## config.mk

```make
export PLATFORM = sky130hd
export DESIGN_NAME = arb_contender
export DESIGN_NICKNAME = d
export VERILOG_FILES = /design/src/rtl/arb_pkg.sv /design/src/rtl/arb_backoff.sv /design/src/rtl/arb_settle.sv /design/src/rtl/arb_contender.sv
export SDC_FILE = /design/constraint.sdc
export NUM_CORES = 1
export LEC_CHECK = 0
export BUFFER_PORTS_ARGS = -buffer_cell sky130_fd_sc_hd__buf_2
export CELL_PAD_IN_SITES_DETAIL_PLACEMENT = 1
export CELL_PAD_IN_SITES_GLOBAL_PLACEMENT = 2
export CORE_MARGIN = 5
export CORE_UTILIZATION = 31
export CTS_CLUSTER_SIZE = 24
export DETAILED_ROUTE_END_ITERATION = 10
export PLACE_DENSITY = 0.9
export SLEW_MARGIN = 20
export SYNTH_ARGS = -nofsm -noshare
export SYNTH_HDL_FRONTEND = slang
export SYNTH_HIERARCHICAL = 1
export SYNTH_SLANG_ARGS = --single-unit
```

## constraint.sdc

```tcl
create_clock -name clk -period 2.81 [get_ports clk]
set_input_delay 0.281 -clock clk [delete_from_list [all_inputs] [get_ports clk]]
set_output_delay 0.281 -clock clk [all_outputs]
set_load 0.005 [all_outputs]
```

## src/rtl/arb_pkg.sv

```systemverilog
package arb_pkg;
  typedef enum logic [1:0] {
    ST_IDLE = 2'd0,
    ST_ARB  = 2'd1,
    ST_OWN  = 2'd2
  } arb_state_e;
endpackage

```

## src/rtl/arb_backoff.sv

```systemverilog
// Per-bit back-off: a bit stays driven only if no higher bit shows 1 on
// the lines where the own code holds 0.
module arb_backoff #(
  parameter int CODE_W = 4
) (
  input  logic [CODE_W-1:0] own_i,
  input  logic [CODE_W-1:0] bus_i,
  output logic [CODE_W-1:0] drv_o,
  output logic              match_o
);
  // kill[i]: some bit at position >= i outranks this card
  logic [CODE_W:1] kill;

  assign kill[CODE_W] = 1'b0;

  genvar gi;
  generate
    for (gi = CODE_W - 1; gi >= 1; gi--) begin : g_kill
      assign kill[gi] = kill[gi+1] | (~own_i[gi] & bus_i[gi]);
    end
    for (gi = 0; gi < CODE_W; gi++) begin : g_drv
      assign drv_o[gi] = own_i[gi] & ~kill[gi+1];
    end
  endgenerate

  assign match_o = (own_i == bus_i);
endmodule

```

## src/rtl/arb_settle.sv

```systemverilog
// Counts consecutive samples on which the lines equal the own code.
module arb_settle #(
  parameter int SETTLE_CYC = 2
) (
  input  logic clk,
  input  logic rst,
  input  logic clr,
  input  logic hit,
  output logic done_o
);
  localparam int CW = $clog2(SETTLE_CYC + 1);
  localparam logic [CW-1:0] LAST = CW'(SETTLE_CYC - 1);

  logic [CW-1:0] cnt_q;

  always_ff @(posedge clk) begin
    if (rst || clr) begin
      cnt_q <= '0;
    end else if (hit) begin
      if (cnt_q != LAST) cnt_q <= cnt_q + 1'b1;
    end else begin
      cnt_q <= '0;
    end
  end

  assign done_o = hit && (cnt_q == LAST) && !clr;
endmodule

```

## src/rtl/arb_contender.sv

```systemverilog
module arb_contender #(
  parameter int CODE_W     = 4,
  parameter int SETTLE_CYC = 2
) (
  input  logic              clk,
  input  logic              rst,
  input  logic              req_i,
  input  logic [CODE_W-1:0] slot_id_i,
  input  logic [CODE_W-1:0] arb_n_i,
  input  logic              rqst_n_i,
  output logic [CODE_W-1:0] arb_drv_o,
  output logic              rqst_drv_o,
  output logic              won_o
);
  import arb_pkg::*;

  arb_state_e        state_q;
  logic [CODE_W-1:0] drv_q;
  logic              rq_q;
  logic              won_q;

  logic [CODE_W-1:0] bus_code;
  logic [CODE_W-1:0] bo_drv;
  logic              bus_match;
  logic              settled;

  assign bus_code = ~arb_n_i;

  arb_backoff #(.CODE_W(CODE_W)) u_backoff (
    .own_i   (slot_id_i),
    .bus_i   (bus_code),
    .drv_o   (bo_drv),
    .match_o (bus_match)
  );

  arb_settle #(.SETTLE_CYC(SETTLE_CYC)) u_settle (
    .clk    (clk),
    .rst    (rst),
    .clr    (state_q != ST_ARB),
    .hit    (bus_match),
    .done_o (settled)
  );

  always_ff @(posedge clk) begin
    if (rst) begin
      state_q <= ST_IDLE;
      drv_q   <= '0;
      rq_q    <= 1'b0;
      won_q   <= 1'b0;
    end else begin
      case (state_q)
        ST_IDLE: begin
          if (req_i && rqst_n_i) begin
            state_q <= ST_ARB;
            rq_q    <= 1'b1;
            drv_q   <= slot_id_i;
          end
        end
        ST_ARB: begin
          if (!req_i) begin
            state_q <= ST_IDLE;
            rq_q    <= 1'b0;
            drv_q   <= '0;
          end else if (settled) begin
            state_q <= ST_OWN;
            won_q   <= 1'b1;
            drv_q   <= bo_drv;
          end else begin
            drv_q   <= bo_drv;
          end
        end
        ST_OWN: begin
          if (!req_i) begin
            state_q <= ST_IDLE;
            rq_q    <= 1'b0;
            drv_q   <= '0;
            won_q   <= 1'b0;
          end
        end
        default: begin
          state_q <= ST_IDLE;
          rq_q    <= 1'b0;
          drv_q   <= '0;
          won_q   <= 1'b0;
        end
      endcase
    end
  end

  // reset releases the open-drain enables in the same cycle
  assign arb_drv_o  = drv_q & {CODE_W{~rst}};
  assign rqst_drv_o = rq_q & ~rst;
  assign won_o      = won_q & ~rst;
endmodule

```

==> run metrics, run 1 <==
vias in the first global route 698; Critical Path Start state_q[1]$_SDFFE_PP0P_; layout cells sized above 1 0.2476; nature of the critical path startpoint flip-flop; Hold WC Path Type in2reg; cell internal pwr 0.3640 mW; max-cap violations 0; cts hold-fix bufs 0; clock skew 0.004533 ns; hold wc startpoint rst; drt via density 4.925; global placer's final weighted congestion 0.7430; Max Fclk 532.9 MHz; # nets final 127; P_sw 0.2405 mW; most frequent cells in the layout inv_1, buf_2, dfxtp_1; Sum Neg Setup Slack 0 ns; Gates resized, CTS repair 0; Die Y 58.05 µm; area delta synth->final 19.23%; max incr delay on CP 0.33 ns; placed cell count 129; post-synthesis sequential area ratio 0.2797; Critical Path Most Common Cell inv_1; DRC Markers 0; Worst Path Max Fanout 6; final hold viol count 0; CTS Buf Count 3; Die W 58.05 µm; Rows 17; CTS Sinks 10; initial antenna violation count 0; combinational cell fraction of total power 0.452; power density over cell area 708.3 nW/µm²; die area 3370 µm²; synthesis-stage register bit count 10; DRT Wirelength 1762 µm; Tot GR Track Use 0.1198; Leak 0.4300 nW; Port Buf Inserts 17; largest net degree at the start of global routing 14; H-tree depth 1; RSZ-0062 raised after global routing no; Netlist cell types 27; Congestion Overflow GR 0; Sequential Power Share 0.315; deepest clock path buffer count 2; Post-synth EDFFs 0; final setup vio count 0; Setup crit end kind flip-flop; Worst EP required 3.02 ns; worst flop-to-flop path startpoint state_q[1]$_SDFFE_PP0P_; maximum VDD drop 0.3255 mV; initial drt markers 10; ant diodes 0; I/O Pins 18; critical path's slowest cell dfxtp_1; Worst-Margin Slew 0.3544 ns; CTS tree built; non-filler instance count after layout 133; Post-synth ARST share 0; DR vias 655; Final period util 0.6678; ys flop type dfxtp_1; Post-CTS Setup Inserts 0; Syn Area/Cell 8.226 µm²; wire per inst 13.25 µm; core area 2212 µm²; clock power share 0.233; HPWL after DPL 1399 µm; critical path arrival 2.09 ns; Starting Density 0.3235; CTS root buf clkbuf_4; Net Sw Frac 0.3978; wire length of the first global-routing pass 3042 µm; Worst Setup Path Type reg2reg; Power Total 0.6044 mW; worst path cell trace inv_1 > ha_1 > inv_1 > and3b_2 > nor2b_1 > o21a_1 > or3_1 > a21oi_1; Synth Net Count 108; Syn Inst Count 87; Final ANT Viol Nets 0; fin. max-slew vios 0; outcome finished, final reports clean; Cell Area, Synth 715.7 µm²; relative slew slack 0.7637; Detailed Routing Iterations Pass 1 6; YS warnings 6; fin crit period 1.877 ns; clock-pin slew on the worst setup and hold paths 0.08 ns; Clk Latency, worst-skew pair 0.28 ns
state kept, by name (all words and copies together) (netlist names):
name and flops:
drv_q 4, rq_q 1, state_q 2, u_settle/cnt_q 2
won_q 1
area by class of cell:
class                   instances  area (µm²)
fillers                       291        1359
well taps                      28       35.03
clock buffers                   4       36.28
multi-input cells              57       432.9
inverters                      17       63.81
flip-flops and latches         10       200.2
repair buffers                 17       85.08
metrics by stage:
step	cell area, µm²	worst slack (ns)	hold slack, ns	utilization
after global routing	853.3	0.8550	0.3529	0.3857
after CTS	853.3	0.9117	0.3487	0.3857
after floorplan	715.7	1.211	0.4517	-
final	853.3	0.9334	0.3286	0.3857
after global placement	817.0	1.050	0.4613	0.3693
after detailed placement	817.0	0.9461	0.4807	0.3693
path summary, 6_finish.rpt:
| path | cells after the start | endpoint | slack [ns] |
|---|---|---|---|
| max | 8 | state_q[1]$_SDFFE_PP0P_ | 0.93 |
| min | 2 | rq_q$_SDFFE_PP0P_ | 0.33 |
| max reg2reg | 8 | state_q[1]$_SDFFE_PP0P_ | 0.93 |
| min reg2reg | 2 | u_settle/cnt_q[1]$_SDFFE_PP0P_ | 0.49 |
worst max-delay path: cells and delay by family, from the launching register on:
family | cells | cell delay, ns
AOI/OAI and AO/OA | 2 | 0.34
and+or+nand+nor | 3 | 0.61
DFF | 1 | 0.33
adders and majority gates | 1 | 0.32
buffers and inverters | 2 | 0.20
cell families after synthesis:
group                      synth area share
DFF                                  0.2797
adders and majority gates            0.1573
xor gates and xnor gates            0.02448
and+or+nand+nor                      0.1993
buffers and inverters                0.1154
AOI/OAI and AO/OA                    0.2238
power by group through the flow:
stage / Combinational (mW) / Clock [mW] / Sequential (mW)
final: 0.273 / 0.141 / 0.190
after global routing: 0.315 / 0.148 / 0.194
after CTS: 0.278 / 0.138 / 0.191
after detailed placement: 0.272 / 0 / 0.194
after global placement: 0.266 / 0 / 0.192
after floorplan: 0.197 / 0 / 0.190
routing by layer:
layer,vias up,routed length [µm],part of all wire,GRT usage
met3,5,92,0.052,0.02227
met2,17,811,0.46,0.1919
met4,0,44,0.025,0.06954
met5,-,0,0,0
li1,332,-,-,-
met1,301,813,0.46,0.1487
synthesized netlist by cell type (2+ instances only):
cell | n | area share
a211oi_1 | 2 | 0.021
nor2_1 | 5 | 0.026
nand2b_1 | 4 | 0.035
buf_4 | 2 | 0.021
inv_1 | 17 | 0.089
xor2_1 | 2 | 0.024
ha_1 | 9 | 0.16
o21ai_0 | 5 | 0.035
a21oi_1 | 4 | 0.028
a32o_1 | 4 | 0.056
nand3_1 | 5 | 0.035
nor2b_1 | 4 | 0.035
dfxtp_1 | 10 | 0.28
Power figures use the tool's default switching activity.
==> run 2: changes to the inputs <==
- CORE_UTILIZATION: 31 -> 26
- PLACE_DENSITY: 0.9 -> 0.81
- clock period: 2.81 -> 1.7 ns (I/O delays scaled with it)
==> run 2 against run 1 <==
Global-route usage is 3.4 points lower. Largest cell class unchanged. Worst hold slack worse by 0.12 ns. Highest routed layer unchanged. Fmax is 17% higher. Final area up 7.6%. Clock-buffer cell count stayed put. Routed wire length decreased by 4.7%. Clock power increased by 53%. Largest power group unchanged. Sequential power is 71% higher. Critical path type unchanged. Non-clock buffer count rose by 4. Critical endpoint unchanged.
==> run metrics, run 2 (same netlist as run 1, synthesis figures left out) <==
cts hold-fix bufs 0; CTS Sinks 10; layout cells sized above 1 0.3486; CTS tree built; nature of the critical path startpoint flip-flop; core area 2686 µm²; deepest clock path buffer count 2; initial drt markers 4; ant diodes 0; final setup vio count 0; drt via density 4.621; maximum VDD drop 0.5327 mV; CTS root buf clkbuf_4; Worst-Margin Slew 0.2967 ns; Max Fclk 625.3 MHz; Power Total 1.045 mW; relative slew slack 0.8022; non-filler instance count after layout 140; I/O Pins 18; Tot GR Track Use 0.08620; vias in the first global route 695; FILL cells 335; fin crit period 1.599 ns; Final period util 0.9407; clock-pin slew on the worst setup and hold paths 0.07 ns; most frequent cells in the layout buf_2, inv_1, dfxtp_1; initial antenna violation count 0; Clk Latency, worst-skew pair 0.26 ns; global placer's final weighted congestion 0.8307; wire per inst 12.00 µm; largest net degree at the start of global routing 14; CTS Buf Count 3; HPWL after DPL 1339 µm; GR Util met3 0.01978; outcome finished, final reports clean; H-tree depth 1; global routing's busiest layer met2; Worst Setup Path Type reg2reg; area delta synth->final 28.32%; power density over cell area 1138 nW/µm²; Leak 0.4513 nW; die area 3902 µm²; placed cell count 133; max-cap violations 0; Final ANT Viol Nets 0; Die W 62.47 µm; Port Buf Inserts 17; Reg with most FFs drv_q; leading cell type in the layout, fill and taps excluded buf_2; # nets final 131; clock skew 0.0009128 ns; DR vias 647; DRT Wirelength 1680 µm; met2 GRT Util 0.1503; final hold viol count 0; Detailed Routing Iterations Pass 1 4; critical path arrival 1.80 ns; met1 Usage GRT 0.09719; Congestion Overflow GR 0; DRC Markers 0; Setup crit end kind flip-flop; wire length of the first global-routing pass 2815 µm; Die Y 62.47 µm; Final WS setup 0.1008 ns; fin. max-slew vios 0; Hold WC Path Type in2reg; max reg flops 4; Starting Density 0.2664; Worst EP required 1.90 ns; Worst Path Max Fanout 4; worst slack at placement -0.04146 ns; biggest regs drv_q: 4 flops, state_q: 2 flops, u_settle/cnt_q: 2 flops; Rows 19
-- run 2: per-stage QoR --
| step | utilization | hold WS [ns] | TNS, ns | instance area, µm² |
|---|---|---|---|---|
| after floorplan | - | 0.3752 | 0 | 715.7 |
| after global placement | 0.3083 | 0.4621 | 0 | 828.3 |
| after detailed placement | 0.3083 | 0.4771 | -0.04146 | 828.3 |
| after CTS | 0.3218 | 0.2254 | 0 | 864.6 |
| after global routing | 0.3419 | 0.2334 | -0.01052 | 918.4 |
| final | 0.3419 | 0.2070 | 0 | 918.4 |
-- run 2: routing by layer --
| metal | part of all wire | vias to the layer above |
|---|---|---|
| li1 | - | 338 |
| met1 | 0.45 | 290 |
| met2 | 0.50 | 17 |
| met3 | 0.042 | 2 |
| met4 | 0.011 | 0 |
| met5 | 0 | - |
-- run 2: power by group --
part	switching, mW	total, mW	internal [mW]
clock	0.0860	0.216	0.130
combinational	0.278	0.504	0.226
sequential	0.0305	0.325	0.294
total	0.395	1.04	0.650
-- run 2: worst paths after layout --
path                                       start                        endpoint  slack [ns]  cells past startpoint
setup / recovery         state_q[1]$_SDFFE_PP0P_         state_q[1]$_SDFFE_PP0P_        0.10                      8
hold / removal                               rst         state_q[1]$_SDFFE_PP0P_        0.21                      2
setup reg to reg         state_q[1]$_SDFFE_PP0P_         state_q[1]$_SDFFE_PP0P_        0.10                      8
hold reg to reg   u_settle/cnt_q[1]$_SDFFE_PP0P_  u_settle/cnt_q[1]$_SDFFE_PP0P_        0.48                      2
-- run 2: area by class of cell --
| type | instances | area (µm²) | share of cell area |
|---|---|---|---|
| clock buffer | 4 | 36.28 | 0.03951 |
| tap | 31 | 38.79 | 0.04223 |
| inverter | 17 | 66.31 | 0.07221 |
| sequential | 10 | 202.7 | 0.2207 |
| multi-input combinational | 57 | 459.2 | 0.5000 |
| timing repair buffer | 21 | 115.1 | 0.1253 |
-- run 2: worst max-delay path: stages, from the launching register on --
cell	delay, ns
dfxtp_2	0.34
inv_4	0.08
ha_4	0.13
inv_1	0.04
and3b_2	0.24
nor2b_1	0.05
o21a_1	0.20
or3_4	0.34
a21oi_2	0.12
-- run 2: what timing repair did --
item | CTS | global route
endpoints found under the setup margin | 1 | 2
setup buffers | 0 | 3
resized for setup | 1 | 9
pin swaps | 0 | 1
==> run 3: changes to the inputs <==
- CORE_UTILIZATION: 26 -> 29
- PLACE_DENSITY: 0.81 -> 0.85
- clock period: 1.7 -> 1.5 ns (I/O delays scaled with it)
==> run 3 against run 2 <==
The run now ends with setup timing left. Largest power group unchanged. Sequential share of layout area fell by 1.9 points. First-iteration DRC count up 130%. Die area shrank 8.7%. Routed wire length up 17%. Clock skew rose by 0.0057 ns. Worst setup slack worse by 0.16 ns. Via count up 8.3%. Worst hold slack lost 0.026 ns.
==> run metrics, run 3 (same netlist as run 1, synthesis figures left out) <==
layout cells sized above 1 0.4237; flop2flop setup slack -0.06 ns; area delta synth->final 40.73%; power density over cell area 1320 nW/µm²; DR vias 701; nature of the critical path startpoint flip-flop; Final period util 1.042; FILL cells 290; outcome complete, but fails checks; most frequent cells in the layout buf_2, inv_1, buf_4; leading cell type in the layout, fill and taps excluded buf_2; fin crit period 1.563 ns; final hold viol count 0; Final ANT Viol Nets 0; Final WS setup -0.06342 ns; Worst-Margin Slew 0.3121 ns; Seq. cell area 202.7 µm²; final setup vio count 2; ant diodes 0; maximum VDD drop 0.5990 mV; Worst Path Max Fanout 3; wire length of the first global-routing pass 3132 µm; I/O Pins 18; Die Y 59.68 µm; deepest clock path buffer count 2; biggest regs drv_q: 4 flops, state_q: 2 flops, u_settle/cnt_q: 2 flops; worst flop-to-flop path startpoint state_q[1]$_SDFFE_PP0P_; Reg with most FFs drv_q; initial drt markers 9; fin. max-slew vios 0; drt via density 4.736; Hold WC Path Type in2reg; RSZ-0062 raised after global routing yes; CTS Sinks 10; wire per inst 13.25 µm; Clk Latency, worst-skew pair 0.27 ns; max-cap violations 0; Detailed Routing Iterations Pass 1 4; clock-pin slew on the worst setup and hold paths 0.08 ns; DRC Markers 0; DP Area 892.1 µm²; HPWL after DPL 1464 µm; Max Fclk 639.6 MHz; clock skew 0.006592 ns; Setup crit end kind flip-flop; Worst EP required 1.71 ns; Port Buf Inserts 17; Critical Path Start state_q[1]$_SDFFE_PP0P_; post-layout util 0.4180; die area 3561 µm²; core area 2410 µm²; Worst R2R End state_q[1]$_SDFFE_PP0P_; Die W 59.68 µm; cts hold-fix bufs 0; crit path to state_q[1]$_SDFFE_PP0P_; Rows 18; max reg flops 4; Congestion Overflow GR 0; H-tree depth 1; Tot GR Track Use 0.1191; Worst Setup Path Type reg2reg; # nets final 140; DRT Wirelength 1961 µm; Leak 0.5090 nW; CTS tree built; Starting Density 0.2970; CTS root buf clkbuf_4; area of the multi-input gates 484.2 µm²; failing checks setup timing; relative slew slack 0.7920; reg2reg path depth 8; initial antenna violation count 0; largest net degree at the start of global routing 14; critical path arrival 1.78 ns; CTS Buf Count 3; global placer's final weighted congestion 0.7901; vias in the first global route 733; Final Cell Area 1007 µm²
run 3: how the worst min path moves through the flow:
stage / start / slack [ns] / endpoint / cells after the start
finish: rst / 0.18 / state_q[1]$_SDFFE_PP0P_ / 2
global route: rst / 0.22 / state_q[1]$_SDFFE_PP0P_ / 2
CTS: rst / 0.20 / state_q[1]$_SDFFE_PP0P_ / 2
detailed placement: u_settle/cnt_q[1]$_SDFFE_PP0P_ / 0.48 / u_settle/cnt_q[1]$_SDFFE_PP0P_ / 2
global placement: u_settle/cnt_q[1]$_SDFFE_PP0P_ / 0.46 / u_settle/cnt_q[1]$_SDFFE_PP0P_ / 2
floorplan: rst / 0.36 / u_settle/cnt_q[0]$_SDFFE_PP0P_ / 2
run 3: layout make-up:
type,instances,share of cell area
Inverter,17,0.06335
Clock buffer,4,0.03602
Timing Repair Buffer,30,0.1814
Tap cell,30,0.03727
Multi-Input combinational cell,57,0.4807
Sequential cell,10,0.2012
run 3: worst max-delay path, stage by stage (launching register included):
cell and delay, ns:
dfxtp_2 0.34, inv_2 0.08, ha_4 0.14, inv_2 0.04
and3b_2 0.23, nor2b_2 0.04, o21a_1 0.19, or3_1 0.33
a21oi_2 0.11
run 3: what timing repair did:
item / 4_1_cts / 5_1_grt
setup buffers: 4 / 1
gates resized for setup: 4 / 9
pin swaps: 1 / 1
endpoints found under the setup margin: 5 / 5
run 3: power by group:
part	internal, mW	switching (mW)
combinational	0.329	0.374
sequential	0.333	0.0359
clock	0.148	0.109
run 3: per-layer routing:
layer  global-route usage  wire length [µm]  vias up
met1               0.1393               855      321
met2               0.2068               981       20
met4              0.07595                34        0
met5                    0                 0        -
met3             0.008639                90        4
li1                     -                 -      356
run 3: metrics by stage:
step	TNS (ns)	hold WS, ns	power, mW	std cells	setup WS, ns
4_1_cts	-0.04151	0.1952	1.232	147	-0.02254
6_report	-0.09522	0.1812	1.329	148	-0.06342
5_1_grt	-0.2511	0.2153	1.426	148	-0.1222
3_3_place_gp	-0.1854	0.4616	0.9055	139	-0.1266
2_1_floorplan	0	0.3552	0.7472	87	0.009375
3_5_place_dp	-0.3087	0.4760	0.9310	139	-0.2238
